## src/rtl/rxr_pkg.sv

```systemverilog
package rxr_pkg;
  localparam int LEN_W = 11;
  localparam int ERR_W = 5;

  // status word 0 field positions (decoded by software)
  localparam int W0_LEN_LO = 0;
  localparam int W0_MC     = 16;
  localparam int W0_BC     = 17;
  localparam int W0_ERR_LO = 18;
  localparam int W0_LS     = 28;
  localparam int W0_FS     = 29;
  localparam int W0_OWN    = 31;
  // control word 1
  localparam int W1_END    = 31;

  // error bits raised by the engine itself
  localparam int ERR_TRUNC = 4;
  localparam int ERR_ALIGN = 3;

  typedef enum logic [2:0] {
    ST_IDLE,
    ST_F1,
    ST_F2,
    ST_F3,
    ST_DATA,
    ST_SKIP,
    ST_WB
  } rxr_state_e;
endpackage

```

## src/rtl/rxr_ring_ptr.sv

```systemverilog
module rxr_ring_ptr #(
  parameter int AW     = 32,
  parameter int IDX_W  = 8,
  parameter int STR_LG = 4
) (
  input  logic          clk,
  input  logic          rst_n,
  input  logic [AW-1:0] base,
  input  logic          advance,
  input  logic          wrap,
  output logic [AW-1:0] desc_addr
);
  logic [IDX_W-1:0] idx_q, idx_d;

  always_comb begin
    idx_d = idx_q;
    if (advance) begin
      if (wrap) idx_d = '0;
      else      idx_d = idx_q + IDX_W'(1);
    end
  end

  always_ff @(posedge clk or negedge rst_n) begin
    if (!rst_n)       idx_q <= '0;
    else if (advance) idx_q <= idx_d;
  end

  assign desc_addr = base + (AW'(idx_q) << STR_LG);

  p_wrap_r9: assert property (@(posedge clk) disable iff (!rst_n)
    (advance && wrap) |=> (idx_q == '0));
  p_step_r9: assert property (@(posedge clk) disable iff (!rst_n)
    (advance && !wrap) |=> (idx_q == $past(idx_q) + IDX_W'(1)));
endmodule

```

## src/rtl/rxr_byte_lane.sv

```systemverilog
module rxr_byte_lane #(
  parameter int AW = 32,
  parameter int DW = 32
) (
  input  logic [AW-1:0]   byte_addr,
  input  logic [7:0]      byte_val,
  output logic [AW-1:0]   word_addr,
  output logic [DW/8-1:0] be,
  output logic [DW-1:0]   data
);
  localparam int LANES = DW / 8;
  localparam int LG    = $clog2(LANES);

  assign word_addr = {byte_addr[AW-1:LG], {LG{1'b0}}};

  for (genvar l = 0; l < LANES; l++) begin : g_lane
    assign be[l]          = (byte_addr[LG-1:0] == LG'(l));
    assign data[8*l +: 8] = byte_val;
  end
endmodule

```

## src/rtl/rxr_wb_pack.sv

```systemverilog
module rxr_wb_pack
  import rxr_pkg::*;
(
  input  logic [LEN_W-1:0] len,
  input  logic [ERR_W-1:0] err,
  input  logic             bcast,
  input  logic             mcast,
  output logic [31:0]      word
);
  always_comb begin
    word                                 = '0;
    word[W0_LEN_LO +: LEN_W]             = len;
    word[W0_MC]                          = mcast;
    word[W0_BC]                          = bcast;
    word[W0_ERR_LO +: ERR_W]             = err;
    word[W0_LS]                          = 1'b1;
    word[W0_FS]                          = 1'b1;
    word[W0_OWN]                         = 1'b0;
  end
endmodule

```

## src/rtl/rx_ring_wb.sv

```systemverilog
module rx_ring_wb
  import rxr_pkg::*;
#(
  parameter int AW    = 32,
  parameter int IDX_W = 8
) (
  input  logic          clk,
  input  logic          rst_n,
  input  logic [AW-1:0] ring_base,
  input  logic          rx_valid,
  output logic          rx_ready,
  input  logic [7:0]    rx_data,
  input  logic          rx_last,
  input  logic [4:0]    rx_err,
  input  logic          rx_bcast,
  input  logic          rx_mcast,
  output logic          mem_rd_en,
  output logic [AW-1:0] mem_rd_addr,
  input  logic [31:0]   mem_rd_data,
  output logic          mem_wr_en,
  output logic [AW-1:0] mem_wr_addr,
  output logic [31:0]   mem_wr_data,
  output logic [3:0]    mem_wr_be,
  output logic          evt_rx_done,
  output logic          evt_no_buf
);
  localparam int DW     = 32;
  localparam int BE_W   = DW / 8;
  localparam int STR_LG = $clog2(4 * BE_W);

  rxr_state_e       st_q, st_d;
  logic             own_q, own_d;
  logic [LEN_W-1:0] bsz_q, bsz_d;
  logic             end_q, end_d;
  logic [AW-1:0]    buf_q, buf_d;
  logic [LEN_W-1:0] cnt_q, cnt_d;
  logic             trunc_q, trunc_d;
  logic             bad_q, bad_d;
  logic [ERR_W-1:0] err_q, err_d;
  logic             bc_q, bc_d;
  logic             mc_q, mc_d;

  logic             advance;
  logic [AW-1:0]    desc_addr;
  logic [AW-1:0]    byte_addr;
  logic [AW-1:0]    ln_addr;
  logic [BE_W-1:0]  ln_be;
  logic [DW-1:0]    ln_data;
  logic [LEN_W-1:0] wb_len;
  logic [ERR_W-1:0] wb_err;
  logic [DW-1:0]    wb_word;
  logic             fits;

  rxr_ring_ptr #(.AW(AW), .IDX_W(IDX_W), .STR_LG(STR_LG)) u_ptr (
    .clk       (clk),
    .rst_n     (rst_n),
    .base      (ring_base),
    .advance   (advance),
    .wrap      (end_q),
    .desc_addr (desc_addr)
  );

  assign byte_addr = buf_q + AW'(cnt_q);

  rxr_byte_lane #(.AW(AW), .DW(DW)) u_lane (
    .byte_addr (byte_addr),
    .byte_val  (rx_data),
    .word_addr (ln_addr),
    .be        (ln_be),
    .data      (ln_data)
  );

  assign wb_len = bad_q ? '0 : cnt_q;
  always_comb begin
    wb_err            = err_q;
    wb_err[ERR_TRUNC] = err_q[ERR_TRUNC] | trunc_q;
    wb_err[ERR_ALIGN] = err_q[ERR_ALIGN] | bad_q;
  end

  rxr_wb_pack u_pack (
    .len   (wb_len),
    .err   (wb_err),
    .bcast (bc_q),
    .mcast (mc_q),
    .word  (wb_word)
  );

  assign fits = (cnt_q < bsz_q);

  // next-state logic
  always_comb begin
    st_d        = st_q;
    own_d       = own_q;
    bsz_d       = bsz_q;
    end_d       = end_q;
    buf_d       = buf_q;
    cnt_d       = cnt_q;
    trunc_d     = trunc_q;
    bad_d       = bad_q;
    err_d       = err_q;
    bc_d        = bc_q;
    mc_d        = mc_q;
    rx_ready    = 1'b0;
    mem_rd_en   = 1'b0;
    mem_rd_addr = desc_addr;
    mem_wr_en   = 1'b0;
    mem_wr_addr = ln_addr;
    mem_wr_data = ln_data;
    mem_wr_be   = ln_be;
    advance     = 1'b0;
    evt_rx_done = 1'b0;
    evt_no_buf  = 1'b0;
    case (st_q)
      ST_IDLE: begin
        if (rx_valid) begin
          mem_rd_en = 1'b1;
          st_d      = ST_F1;
        end
      end
      ST_F1: begin
        mem_rd_en   = 1'b1;
        mem_rd_addr = desc_addr + AW'(4);
        own_d       = mem_rd_data[W0_OWN];
        st_d        = ST_F2;
      end
      ST_F2: begin
        mem_rd_en   = 1'b1;
        mem_rd_addr = desc_addr + AW'(8);
        bsz_d       = mem_rd_data[LEN_W-1:0];
        end_d       = mem_rd_data[W1_END];
        st_d        = ST_F3;
      end
      ST_F3: begin
        buf_d   = mem_rd_data[AW-1:0];
        bad_d   = (mem_rd_data[1:0] != 2'b10);
        cnt_d   = '0;
        trunc_d = 1'b0;
        st_d    = (own_q && (mem_rd_data[1:0] == 2'b10)) ? ST_DATA : ST_SKIP;
      end
      ST_DATA: begin
        rx_ready = 1'b1;
        if (rx_valid) begin
          if (fits) begin
            mem_wr_en = 1'b1;
            cnt_d     = cnt_q + LEN_W'(1);
          end else begin
            trunc_d = 1'b1;
          end
          if (rx_last) begin
            err_d = rx_err;
            bc_d  = rx_bcast;
            mc_d  = rx_mcast;
            st_d  = ST_WB;
          end
        end
      end
      ST_SKIP: begin
        rx_ready = 1'b1;
        if (rx_valid && rx_last) begin
          err_d      = rx_err;
          bc_d       = rx_bcast;
          mc_d       = rx_mcast;
          evt_no_buf = !own_q;
          st_d       = own_q ? ST_WB : ST_IDLE;
        end
      end
      ST_WB: begin
        mem_wr_en   = 1'b1;
        mem_wr_addr = desc_addr;
        mem_wr_data = wb_word;
        mem_wr_be   = '1;
        advance     = 1'b1;
        evt_rx_done = (wb_err == '0);
        st_d        = ST_IDLE;
      end
      default: st_d = ST_IDLE;
    endcase
  end

  // registers
  always_ff @(posedge clk or negedge rst_n) begin
    if (!rst_n) begin
      st_q    <= ST_IDLE;
      own_q   <= 1'b0;
      bsz_q   <= '0;
      end_q   <= 1'b0;
      buf_q   <= '0;
      cnt_q   <= '0;
      trunc_q <= 1'b0;
      bad_q   <= 1'b0;
      err_q   <= '0;
      bc_q    <= 1'b0;
      mc_q    <= 1'b0;
    end else begin
      st_q    <= st_d;
      own_q   <= own_d;
      bsz_q   <= bsz_d;
      end_q   <= end_d;
      buf_q   <= buf_d;
      cnt_q   <= cnt_d;
      trunc_q <= trunc_d;
      bad_q   <= bad_d;
      err_q   <= err_d;
      bc_q    <= bc_d;
      mc_q    <= mc_d;
    end
  end

  p_fetch_step_r2: assert property (@(posedge clk) disable iff (!rst_n)
    (st_q == ST_F1) |-> (mem_rd_en && mem_rd_addr == $past(mem_rd_addr) + AW'(4)));
  p_nobuf_quiet_r3: assert property (@(posedge clk) disable iff (!rst_n)
    evt_no_buf |-> (!mem_wr_en && !evt_rx_done));
  p_lane_onehot_r5: assert property (@(posedge clk) disable iff (!rst_n)
    (mem_wr_en && mem_wr_be != 4'hF) |-> ($countones(mem_wr_be) == 1 && mem_wr_addr[1:0] == 2'b00));
  p_wb_marks_r6: assert property (@(posedge clk) disable iff (!rst_n)
    (mem_wr_en && mem_wr_be == 4'hF) |-> (!mem_wr_data[W0_OWN] && mem_wr_data[W0_FS] && mem_wr_data[W0_LS]));
  p_no_overrun_r7: assert property (@(posedge clk) disable iff (!rst_n)
    (mem_wr_en && mem_wr_be != 4'hF) |-> (cnt_q < bsz_q && !bad_q));
  p_done_clean_r10: assert property (@(posedge clk) disable iff (!rst_n)
    evt_rx_done |-> (mem_wr_en && mem_wr_data[W0_ERR_LO +: ERR_W] == '0));
endmodule

```

## config.mk

```make
export PLATFORM = sky130hd
export DESIGN_NAME = rx_ring_wb
export DESIGN_NICKNAME = d
export VERILOG_FILES = /design/src/rtl/rxr_pkg.sv /design/src/rtl/rxr_ring_ptr.sv /design/src/rtl/rxr_byte_lane.sv /design/src/rtl/rxr_wb_pack.sv /design/src/rtl/rx_ring_wb.sv
export SDC_FILE = /design/constraint.sdc
export NUM_CORES = 1
export LEC_CHECK = 0
export ABC_AREA = 1
export BUFFER_PORTS_ARGS = -buffer_cell sky130_fd_sc_hd__buf_4
export CORE_MARGIN = 2
export CORE_UTILIZATION = 60
export DETAILED_ROUTE_END_ITERATION = 10
export GPL_TIMING_DRIVEN = 1
export PLACE_DENSITY = 0.88
export SKIP_CTS_REPAIR_TIMING = 1
export SLEW_MARGIN = 40
export SYNTH_ARGS = -nofsm -noshare
export SYNTH_HDL_FRONTEND = slang
export SYNTH_SLANG_ARGS = --single-unit
```

## constraint.sdc

```tcl
create_clock -name clk -period 7.26 [get_ports clk]
set_clock_uncertainty 0.05 [all_clocks]
set_input_delay 0.363 -clock clk [delete_from_list [all_inputs] [get_ports clk]]
set_output_delay 0.363 -clock clk [all_outputs]
set_load 0.03 [all_outputs]
```

Yosys cells after proc, flatten, opt, wreduce, memory -nomap -nowiden
Index checks and enable logic that the tools add are counted.
{ "word_totals": {"inputBits": 83, "output_inout_bits": 105, "word_cells": 93, "register_bits": 76} }
{ "classes": {"add_sub_neg": 6, "magnitude_cmp": 1, "mux": 41, "n_bitwise": 2, "eq_ne": 17, "n_reduce_logical": 14} }
{ "ops": {"columns": ["op", "n"], "rows": [
  ["2-to-1 mux 32 bit", 2],
  ["case mux 32 bit (2 select lines)", 1],
  ["2-to-1 mux 11 bit", 3],
  ["adder 32 x 11 -> 32 bit", 1],
  ["adder 32 x 12 -> 32 bit", 1],
  ["adder 32 x 3 -> 32 bit (second input constant)", 1],
  ["adder 32 x 4 -> 32 bit (second input constant)", 1],
  ["case mux 11 bit (2 select lines)", 1],
  ["case mux 3 bit (6 select lines)", 1],
  ["2-to-1 mux 1 bit", 17],
  ["2-to-1 mux 3 bit", 5],
  ["2-to-1 mux 5 bit", 3],
  ["!= test 2 bit (second input constant)", 7],
  ["adder 11 x 1 -> 11 bit (second input constant)", 1],
  ["less-than comparator 11 bit", 1],
  ["case mux 1 bit (2 select lines)", 5],
  ["case mux 5 bit (2 select lines)", 1],
  ["== test 3 bit (second input constant)", 3],
  ["adder 8 x 1 -> 8 bit (second input constant)", 1],
  ["2-to-1 mux 8 bit", 1],
  ["AND reduction 4 bit", 2],
  ["== test 2 bit (second input constant)", 3],
  ["== test 3 x 2 -> 1 bit (second input constant)", 2],
  ["AND reduction 3 bit", 2],
  ["other kinds (11)", 15]
]} }

Depth between registers and ports, before layout
Gate-level depths: netlist of the first run.
{ "depth": {"word_depth": 4, "ltp_mapped": 18, "mapped_depth_nobuf": 18} }

Modules after synthesis
A second synthesis of the first run with hierarchy kept.
{ "hier_totals": {"hier_cells": 1581, "hier_area_um2": 9213.8} }
{ "by_module_without_submodules": {"columns": ["mod", "area_per_inst_um2", "seq_area_each_um2", "cells_per_inst", "n_inst"], "rows": [
  ["rx_ring_wb", 6802.8, 1701.6, 1160, 1],
  ["rxr_ring_ptr", 1652.8, 200.2, 315, 1],
  ["rxr_byte_lane", 510.5, 0.0, 72, 1],
  ["rxr_wb_pack", 247.7, 0.0, 34, 1]
]} }

Worst setup path after synthesis of the first run
OpenSTA, ideal clock, no wires.
{ "synth_timing": {"kind": "register to output", "start": "reg u_ptr.idx_q[0]", "end": "out mem_rd_addr[23]", "required_ns": 6.847, "setup_slack_ns": 4.233, "arrival_ns": 2.614, "stages_incl_launch_ff": 12, "n_path_buf": 0, "path_cell_list": "dfrtp_1 > ha_1 > fa_1 > nand2_1 > nor2_1 > nand3_1 > nor2_2 > nand4_4 > nor2_4 > nand2_2 > nor2_4 > xor2_1"} }
{ "synth_via": {"elab_chain_len": 3, "word_cells_on_any_way": 4, "cone_classes": "3 x add/sub; 1 x mux"} }
{ "synth_rtl": {"columns": ["element", "line", "rtl"], "rows": [
  ["start, declared", "rxr_ring_ptr.sv:13", "logic [IDX_W-1:0] idx_q, idx_d;"],
  ["start signal, assigned", "rxr_ring_ptr.sv:25", "else if (advance) idx_q <= idx_d;"],
  ["adder 32 x 12 -> 32 bit (*)", "rxr_ring_ptr.sv:28", "assign desc_addr = base + (AW'(idx_q) << STR_LG);"],
  ["adder 32 x 4 -> 32 bit / adder 32 x 3 -> 32 bit (equally long branches)", "rx_ring_wb.sv:128, rx_ring_wb.sv:122", null],
  ["case mux 32 bit (2 select lines) (*)", "rx_ring_wb.sv:113", "case (st_q)"],
  ["end, declared", "rx_ring_wb.sv:18", "output logic [AW-1:0] mem_rd_addr,"]
]} }
Every way passes the cells marked *; elsewhere a longest branch is shown, timed or not.

Final worst setup path of the first run
{ "layout_timing": {"start": "reg u_ptr.idx_q[0]", "end": "out mem_rd_addr[21]"} }
Same word-level chain as after synthesis.

==> qor.yml, run 1 <==
setup_path:
  critPathCaptureType: "output port"
  cp.required_ns: 6.85
  cp.arrival_ns: 3.19
  crit_fanout: 5
  cp-start-kind: "flop"
  worstSetupPathType: "flop to output port"
route:
  routed_via_density: 5.58
  ant_nets: 0
  drt_pass1_iterations: 5
  wl_met3_um: 1660
  drt-total-wl_um: 23800
  drtIter0Drc: 759
  vias: 8883
  wl_met2_um: 11700
  drc_errors: 0
  wl_per_cell_um: 14.9
  top_layer: "met4"
  wl_met1_um: 9420
global_route:
  grt_pass1_vias: 8437
  grtUsageTotal_pct: 35.5
  grt_max_degree: 77
  grt_pass1_wl_um: 38000
  grt_overflow: 0
  antenna_found_initial: 0
synthesis:
  ys.flop_type: "dfrtp_1"
  synth_compound_area_share_pct: 12.1
  synth_edf_count: 0
  synth_top_family_by_area: "simple AND/OR/NAND/NOR gates"
  synthAdderAreaFrac_pct: 5.98
  synthCells: 1245
  yosys_warnings: 0
  muxShareOfSynthArea_pct: 0.595
  yosysSeqAreaShare_pct: 25.1
  postSynthAreaPerCell_um2: 6.08
  synth-simple-area-share_pct: 40.6
  netlist_area_um2: 7570
  synthArstFlopShare_pct: 100
  ys_seq_elements: 76
  synth_cell_types: 44
  synth_nets: 1363
  synth_xor_area_share_pct: 4.16
clocking:
  cts_tree: "yes"
  cts-buffers-inserted: 9
  cts_sinks: 76
  path_clk_slew_ns: 0.06
  clock_latency_ns: 0.35
  cts-root-buf: "clkbuf_16"
  ctsLongestPathBuffers: 2
  cts-htree-levels: 3
power_and_ir_drop:
  clkPwrFrac_pct: 15.8
  internal_power_w: 0.00144
  leakagePower_nw: 5.04
  netSwitchingPower_w: 0.00149
  pwr-share-seq_pct: 25.2
  p_sw_share_pct: 50.8
  vdd_drop_max_uv: 248
  p_comb_share_pct: 58.9
  p_per_area_nw_per_um2: 312
cells_and_area:
  mostFrequentLayoutCell: "nand2_1"
  n_antenna_cell: 0
  final_layout_size_suffix_gt1_share_pct: 19.6
  final_cell_mix: "391 x nand2_1, 189 x buf_4, 182 x inv_1"
  final_area_um2: 9390
  syn2layout_area_growth_pct: 24.0
  layout.nets: 1534
timing:
  period_needed_ns: 3.60
  max_slew_margin_pct: 54.2
  tns_ns: 0
  setup_viol: 0
  slew_viol_final: 0
  fmax_mhz: 278
  rsz0062_at_grt: "no"
  hold_ws_ns: -0.0219
  finalCritPeriodShare_pct: 49.6
  worst_pin_slew_ns: 0.687
  hold_viol_final: 18
status:
  status: "complete, but fails checks"
  failed_checks: "hold timing"
floorplan:
  die_x_um: 116
  die_h_um: 116
  fp-row-count: 41
  dieArea_um2: 13500
  start_util_pct: 60.7
  core_um2: 12500
  ioPinCount: 188
place:
  gp_congestion: 0.996
  place_area_um2: 9090
  hpwl_um: 18800
  io_buffers: 187
flow_run:
  cap_violations: 0
worst_hold_path:
  hold_class: "input pin to async pin"
state kept, by name, indices dropped and copies added (netlist names):
register / count
end_q: 1
bc_q: 1
cnt_q: 11
bsz_q: 11
mc_q: 1
st_q: 3
own_q: 1
bad_q: 1
trunc_q: 1
err_q: 5
buf_q: 32
u_ptr.idx_q: 8
cells in the mapped netlist (all sizes together), types with 6 or more instances:
cell type | n | area, um^2
buf | 9 | 61.3
xnor2 | 13 | 114
o21ai | 114 | 571
nand2 | 414 | 1610
clkbuf | 21 | 78.8
inv | 191 | 717
ha | 33 | 413
xor2 | 23 | 201
nand4 | 21 | 146
nand3 | 96 | 516
dfrtp | 76 | 1900
a21oi | 39 | 199
o21a | 6 | 45.0
nor2 | 126 | 568
or2 | 6 | 37.5
nor3 | 24 | 120
path summary, 6_finish.rpt:
| path | endpoint | cells after the start | from | slack [ns] |
|---|---|---|---|---|
| worst max-delay path | mem_rd_addr[21] | 15 | u_ptr.idx_q[0] | 3.66 |
| worst min-delay path | cnt_q[1] | 1 | rst_n | -0.02 |
| worst max register to register | cnt_q[6] | 10 | cnt_q[2] | 4.62 |
| worst min register to register | buf_q[4] | 2 | buf_q[4] | 0.45 |
| max in group asynchronous | mc_q | 1 | rst_n | 6.70 |
| min in group clk | buf_q[30] | 3 | mem_rd_data[30] | 0.17 |
routing by layer:
layer / vias up / track usage [%]
li1: 4294 / -
met1: 4058 / 42.0
met2: 445 / 61.8
met3: 86 / 6.54
met4: 0 / 17.9
met5: - / 0
cell type report:
type / count / area (um^2)
clock buffers: 11 / 243
clock inverters: 5 / 60.1
fillers: 1052 / 3080
inverters: 193 / 726
multi-input cells: 946 / 4810
flip-flops and latches: 76 / 1900
well taps: 172 / 215
repair buffers: 190 / 1430
power by group through the flow:
stage          Clock [W]  Combinational (W)  Sequential, W
2_1_floorplan          0            0.00114       0.000698
3_3_place_gp           0            0.00165       0.000730
3_5_place_dp           0            0.00169       0.000737
4_1_cts         0.000465            0.00171       0.000734
5_1_grt         0.000486            0.00187       0.000758
6_report        0.000463            0.00173       0.000739
stage by stage:
step	total power [W]	hold WS, ns	util (%)	setup WS [ns]	cells
3_3_place_gp	0.00238	0.417	72.8	4.00	1577
6_report	0.00293	-0.0219	75.3	3.66	1593
4_1_cts	0.00291	0.0135	75.3	3.71	1593
5_1_grt	0.00311	0.0434	75.3	3.44	1593
2_1_floorplan	0.00184	0.0174	-	4.23	1245
3_5_place_dp	0.00243	0.381	72.9	4.03	1577
worst max-delay path, stage by stage, from the launching register on:
cell and delay [ns]:
dfrtp_1 0.43, ha_1 0.26, fa_1 0.59, nand2_1 0.09
nor2_1 0.14, nand3_1 0.10, nor2_2 0.20, nand3_1 0.10
nor2_1 0.18, nand3_1 0.09, nor2_1 0.23, nand3_1 0.11
nand2_1 0.08, nand2_1 0.04, inv_1 0.04, buf_4 0.14
kinds of logic after synthesis:
group,after synthesis
xor gates and xnor gates,36
and+or+nand+nor,699
AOI/OAI and AO/OA,172
adders and majority gates,35
DFF,76
muxes,4
buffers and inverters,223
No activity file was read; power rests on OpenSTA's default activity.
==> run 2, diff against run 1 <==
--- a/config.mk
+++ b/config.mk
@@ -8,10 +8,10 @@
 export ABC_AREA = 1
 export BUFFER_PORTS_ARGS = -buffer_cell sky130_fd_sc_hd__buf_4
 export CORE_MARGIN = 2
-export CORE_UTILIZATION = 60
+export CORE_UTILIZATION = 50
 export DETAILED_ROUTE_END_ITERATION = 10
 export GPL_TIMING_DRIVEN = 1
-export PLACE_DENSITY = 0.88
+export PLACE_DENSITY = 0.79
 export SKIP_CTS_REPAIR_TIMING = 1
 export SLEW_MARGIN = 40
 export SYNTH_ARGS = -nofsm -noshare
==> constraint.sdc (replaced) <==
create_clock -name clk -period 3.1 [get_ports clk]
set_clock_uncertainty 0.05 [all_clocks]
set_input_delay 0.155 -clock clk [delete_from_list [all_inputs] [get_ports clk]]
set_output_delay 0.155 -clock clk [all_outputs]
set_load 0.03 [all_outputs]
==> qor.yml, run 2 (same netlist as run 1, synthesis figures left out) <==
status:
  status: "complete, but fails checks"  # unchanged
  failed_checks: "hold timing, setup timing"  # was hold timing
timing:
  fin_ws_ns: -0.00474  # was 3.66 ns
  slew_viol_final: 0  # unchanged
  period_needed_ns: 3.10
  max_slew_margin_pct: 53.4  # was 54.2%
  hold_ws_ns: -0.0348  # was -0.0219 ns
  setup_viol: 1  # was 0
  hold_viol_final: 2  # was 18
  worst_pin_slew_ns: 0.700  # was 0.687 ns
  fmax_mhz: 322
  finalCritPeriodShare_pct: 100
  rsz0062_at_grt: "yes"  # was no
clocking:
  cts-buffers-inserted: 9  # unchanged
  ctsLongestPathBuffers: 2  # unchanged
  cts_sinks: 76  # unchanged
  cts-htree-levels: 3  # unchanged
  path_clk_slew_ns: 0.07  # was 0.06 ns
  cts-root-buf: "clkbuf_16"  # unchanged
  clock_latency_ns: 0.35  # about the same
  cts_tree: "yes"  # unchanged
cells_and_area:
  mostFrequentLayoutCell: "nand2_1"  # unchanged
  layout.nets: 1592  # was 1,534
  largest_register_ffs: 32  # unchanged
  fill_cells: 1230  # was 1,052
  syn2layout_area_growth_pct: 38.9  # was 24.0%
  top_regs: "buf_q x32, bsz_q x11, cnt_q x11"  # unchanged
  n_antenna_cell: 0  # unchanged
  final_cell_mix: "359 x nand2_1, 216 x buf_4, 177 x inv_1"  # was 391 x nand2_1, 189 x buf_4, 182 x inv_1
  final_layout_size_suffix_gt1_share_pct: 27.8  # was 19.6%
  regMostFlops: "buf_q"  # unchanged
global_route:
  grt_overflow: 0  # unchanged
  grt_pass1_vias: 7892  # was 8,437
  antenna_found_initial: 0  # unchanged
  grtUsageTotal_pct: 29.9  # was 35.5%
  grt_pass1_wl_um: 38500  # was 38,000 um
  grt_max_degree: 77  # unchanged
setup_path:
  crit_chain: "ha_4 -> fa_2 -> nand2_2 -> nand2_4 -> nand2_4 -> inv_1 -> nand2_1 -> nand3_1 -> nand2_2 -> buf_4 -> inv_2 -> nor2_2 -> nand3_2 -> nor2_4 -> nand3_2 -> nand2_1 -> nand2_1 -> inv_1 -> buf_6"  # was ha_1 -> fa_1 -> nand2_1 -> nor2_1 -> nand3_1 -> nor2_2 -> nand3_1 -> nor2_1 -> nand3_1 -> nor2_1 -> nand3_1 -> nand2_1 -> nand2_1 -> inv_1 -> buf_4
  cpMostUsedCell: "nand2_1"  # was nand3_1
  cp_num_buf_inv: 5  # was 2
  crit_fanout: 4  # was 5
  critPathCaptureType: "output port"  # unchanged
  max_stage_delay_ns: 0.41  # was 0.59 ns
  slowest_stage: "dfrtp_1"  # was fa_1
  cp-start-kind: "flop"  # unchanged
  cp.arrival_ns: 2.90  # was 3.19 ns
  crit_family: "simple AND/OR/NAND/NOR gates"  # unchanged
  worstSetupPathType: "flop to output port"  # unchanged
  cp.required_ns: 2.89  # was 6.85 ns
power_and_ir_drop:
  leakagePower_nw: 5.38  # was 5.04 nW
  p_per_area_nw_per_um2: 682  # was 312 nW/um^2
  vdd_drop_max_uv: 476  # was 248 uV
  total_power_w: 0.00717  # was 0.00293 W
route:
  wl_per_cell_um: 15.7  # was 14.9 um
  drc_errors: 0  # unchanged
  drt-total-wl_um: 26200  # was 23,800 um
  ant_nets: 0  # unchanged
  routed_via_density: 5.40  # was 5.58
  vias: 8976  # was 8,883
  drt_pass1_iterations: 6  # was 5
  drtIter0Drc: 582  # was 759
place:
  io_buffers: 187  # unchanged
  gp_congestion: 1.00  # was 0.996
  hpwl_um: 19400  # was 18,800 um
floorplan:
  dieArea_um2: 16100  # was 13,500 um^2
  start_util_pct: 51.7  # was 60.7%
  fp-row-count: 44  # was 41
  die_x_um: 127  # was 116 um
  core_um2: 14600  # was 12,500 um^2
  die_h_um: 127  # was 116 um
  ioPinCount: 188  # unchanged
worst_hold_path:
  hold_class: "input pin to flop"  # was input pin to async pin
flow_run:
  cap_violations: 0  # unchanged
[run 2: worst paths after layout]
kind                                   end  cells after the start  slack, ns       startpoint
min                              buf_q[20]                      3      -0.03  mem_rd_data[20]
min reg2reg                       bsz_q[7]                      2       0.44         bsz_q[7]
max                        mem_rd_addr[21]                     19     -0.005   u_ptr.idx_q[0]
min in group asynchronous         bsz_q[0]                      2       0.36            rst_n
max reg2reg                       cnt_q[5]                     11       0.60        cnt_q[10]
max in group asynchronous   u_ptr.idx_q[3]                      2       2.13            rst_n
[run 2: cell type report]
type	instances	area (um^2)	share of cell area (%)
multi-input cells	947	5410	51.4
clock inverters	6	71.3	0.678
flip-flops and latches	76	1900	18.1
clock buffers	10	229	2.18
well taps	184	230	2.19
repair buffers	247	1940	18.5
inverters	193	728	6.93
[run 2: routing by layer]
| layer | global-route usage [%] | wire, um | up-vias |
|---|---|---|---|
| met5 | 0 | 0 | - |
| met4 | 8.47 | 705 | 0 |
| met3 | 5.61 | 1730 | 51 |
| met2 | 50.8 | 12700 | 374 |
| met1 | 39.0 | 11000 | 4133 |
| li1 | - | - | 4418 |
[run 2: stage by stage]
step	setup TNS, ns	worst slack, ns	instances	utilization (%)	instance area (um^2)
3_3_place_gp	0	0.198	1598	62.6	9160
6_report	-0.00474	-0.00474	1663	71.8	10500
4_1_cts	-3.48	-0.251	1614	64.7	9470
5_1_grt	-2.00	-0.176	1663	71.8	10500
2_1_floorplan	0	0.281	1245	-	7570
3_5_place_dp	0	0.161	1598	62.6	9170
[run 2: where the power goes]
group | leakage, nW | internal, W | switching [W]
clock | 0.140 | 0.000631 | 0.000460
sequential | 0.953 | 0.00139 | 0.000362
combinational | 4.28 | 0.00153 | 0.00279
[run 2: worst reg2reg max path, stage by stage (launching register included)]
cell and delay [ns]:
dfrtp_1 0.42, buf_4 0.18, ha_1 0.29, a21oi_1 0.21, o21a_1 0.18, nand4_1 0.23
a21oi_2 0.18, buf_4 0.19, inv_1 0.11, nor2_1 0.16, a21oi_1 0.09, o21a_1 0.12
==> run 3, diff against run 2 <==
==> constraint.sdc (replaced) <==
create_clock -name clk -period 3.1 [get_ports clk]
set_clock_uncertainty 0.05 [all_clocks]
set_input_delay 0.155 -clock clk [delete_from_list [all_inputs] [get_ports clk]]
set_output_delay 0.155 -clock clk [all_outputs]
set_load 0.1 [all_outputs]
==> qor.yml, run 3 (same netlist as run 1, synthesis figures left out) <==
route:
  drt-total-wl_um: 26900  # was 26,200 um
  ant_nets: 0  # unchanged
  drt_pass1_iterations: 7  # was 6
  drc_errors: 0  # unchanged
  wl_per_cell_um: 16.2  # was 15.7 um
  vias: 9310  # was 8,976
  routed_via_density: 5.60  # was 5.40
  drtIter0Drc: 921  # was 582
cells_and_area:
  regMostFlops: "buf_q"  # unchanged
  register_area_um2: 1910  # was 1900 um^2
  final_cell_mix: "362 x nand2_1, 200 x buf_4, 173 x inv_1"  # was 359 x nand2_1, 216 x buf_4, 177 x inv_1
  final_layout_size_suffix_gt1_share_pct: 29.9  # was 27.8%
  multi_input_area_um2: 5530  # was 5410 um^2
  syn2layout_area_growth_pct: 44.1  # was 38.9%
  final_area_um2: 10900  # was 10,500 um^2
  final_cell_count_no_fill: 1662  # was 1,663
  mostFrequentLayoutCell: "nand2_1"  # unchanged
  largest_register_ffs: 32  # unchanged
  top_regs: "buf_q x32, bsz_q x11, cnt_q x11"  # unchanged
  n_antenna_cell: 0  # unchanged
  layout.nets: 1592  # unchanged
  fill_cells: 1173  # was 1,230
global_route:
  grt_pass1_vias: 8121  # was 7,892
  grtUsageTotal_pct: 30.4  # was 29.9%
  grt_pass1_wl_um: 39400  # was 38,500 um
  grt_overflow: 0  # unchanged
  antenna_found_initial: 0  # unchanged
  grt_max_degree: 77  # unchanged
setup_path:
  cp.arrival_ns: 3.05  # was 2.90 ns
  cp_num_buf_inv: 2  # was 5
  cp-start-kind: "flop"  # unchanged
  cp.required_ns: 2.89  # about the same
  worstSetupPathType: "flop to output port"  # unchanged
  crit_chain: "ha_2 -> fa_2 -> nand2_2 -> nor2_4 -> nand3_2 -> nor2_4 -> nand3_2 -> nor2_2 -> nand3_2 -> nor2_4 -> nand3_1 -> nand2_1 -> nand2_1 -> inv_1 -> buf_12"  # was ha_4 -> fa_2 -> nand2_2 -> nand2_4 -> nand2_4 -> inv_1 -> nand2_1 -> nand3_1 -> nand2_2 -> buf_4 -> inv_2 -> nor2_2 -> nand3_2 -> nor2_4 -> nand3_2 -> nand2_1 -> nand2_1 -> inv_1 -> buf_6
  critPathCaptureType: "output port"  # unchanged
  slowest_stage: "fa_2"  # was dfrtp_1
  crit_family: "simple AND/OR/NAND/NOR gates"  # unchanged
  crit_fanout: 4  # unchanged
  max_stage_delay_ns: 0.63  # was 0.41 ns
place:
  place_area_um2: 9330  # was 9170 um^2
  gp_congestion: 0.907  # was 1.00
  placed_cells: 1604  # was 1,598
  hpwl_um: 19500  # was 19,400 um
  io_buffers: 187  # unchanged
clocking:
  cts-root-buf: "clkbuf_16"  # unchanged
  clock_latency_ns: 0.34  # was 0.35 ns
  cts_tree: "yes"  # unchanged
  cts-htree-levels: 3  # unchanged
  path_clk_slew_ns: 0.06  # was 0.07 ns
  ctsLongestPathBuffers: 2  # unchanged
  cts-buffers-inserted: 9  # unchanged
  cts_sinks: 76  # unchanged
timing:
  hold_ws_ns: -0.0285  # was -0.0348 ns
  finalCritPeriodShare_pct: 105  # was 100%
  fin_ws_ns: -0.152  # was -0.00474 ns
  max_slew_margin_pct: 49.9  # was 53.4%
  fmax_mhz: 308  # was 322 MHz
  setup_viol: 11  # was 1
  slew_viol_final: 0  # unchanged
  hold_viol_final: 6  # was 2
  period_needed_ns: 3.25  # was 3.10 ns
  rsz0062_at_grt: "yes"  # unchanged
  worst_pin_slew_ns: 0.752  # was 0.700 ns
  tns_ns: -0.784  # was -0.00474 ns
power_and_ir_drop:
  total_power_w: 0.0100  # was 0.00717 W
  p_per_area_nw_per_um2: 918  # was 682 nW/um^2
  vdd_drop_max_uv: 1550  # was 476 uV
  leakagePower_nw: 5.53  # was 5.38 nW
flow_run:
  cap_violations: 0  # unchanged
worst_hold_path:
  hold_class: "input pin to flop"  # unchanged
floorplan:
  start_util_pct: 51.7  # unchanged
  ioPinCount: 188  # unchanged
  die_x_um: 127  # unchanged
  core_um2: 14600  # unchanged
  dieArea_um2: 16100  # unchanged
  die_h_um: 127  # unchanged
  fp-row-count: 44  # unchanged
status:
  failed_checks: "hold timing, setup timing"  # unchanged
  status: "complete, but fails checks"  # unchanged
[run 3: stage by stage]
| stage | setup slack, ns | util, % |
|---|---|---|
| after global placement | 0.177 | 63.7 |
| after detailed placement | 0.102 | 63.7 |
| final | -0.152 | 74.5 |
| after global routing | -0.284 | 74.5 |
| after floorplan | -0.364 | - |
| after CTS | -0.281 | 66.2 |
[run 3: worst register-to-register path, delay by kind of cell (launching register included)]
family | cells | cell delay (ns)
buf+inv | 2 | 0.38
simple gates | 2 | 0.36
compound gates | 5 | 1.14
flops | 1 | 0.41
fa+ha+maj | 1 | 0.28
[run 3: worst paths after layout]
kind	from	end	slack (ns)	cells after the start
hold / removal	mem_rd_data[21]	buf_q[21]	-0.03	3
hold reg to reg	bsz_q[0]	bsz_q[0]	0.44	2
max in group asynchronous	rst_n	u_ptr.idx_q[1]	2.06	2
min in group asynchronous	rst_n	buf_q[20]	0.35	2
setup reg to reg	cnt_q[10]	cnt_q[5]	0.36	10
setup / recovery	u_ptr.idx_q[0]	mem_rd_addr[21]	-0.15	15
[run 3: routing by layer]
layer  share of wire (%)  GRT usage (%)
met4                 3.9           9.95
met5                   0              0
met2                  49           52.2
met1                  40           39.2
met3                 7.9           5.19
[run 3: area by class of cell]
type / count / share of cell area (%)
inverter: 193 / 6.68
clock buffer: 9 / 2.06
multi-input combinational: 946 / 50.6
timing repair buffer: 248 / 19.8
tap: 184 / 2.11
sequential: 76 / 17.5
clock inverter: 6 / 1.26
[run 3: where the power goes]
part           total, W  leakage [nW]  internal, W  switching (W)
Sequential      0.00177         0.951      0.00139       0.000380
Clock           0.00129         0.176     0.000866       0.000427
Combinational   0.00696          4.40      0.00172        0.00524
Total            0.0100          5.53      0.00397        0.00605
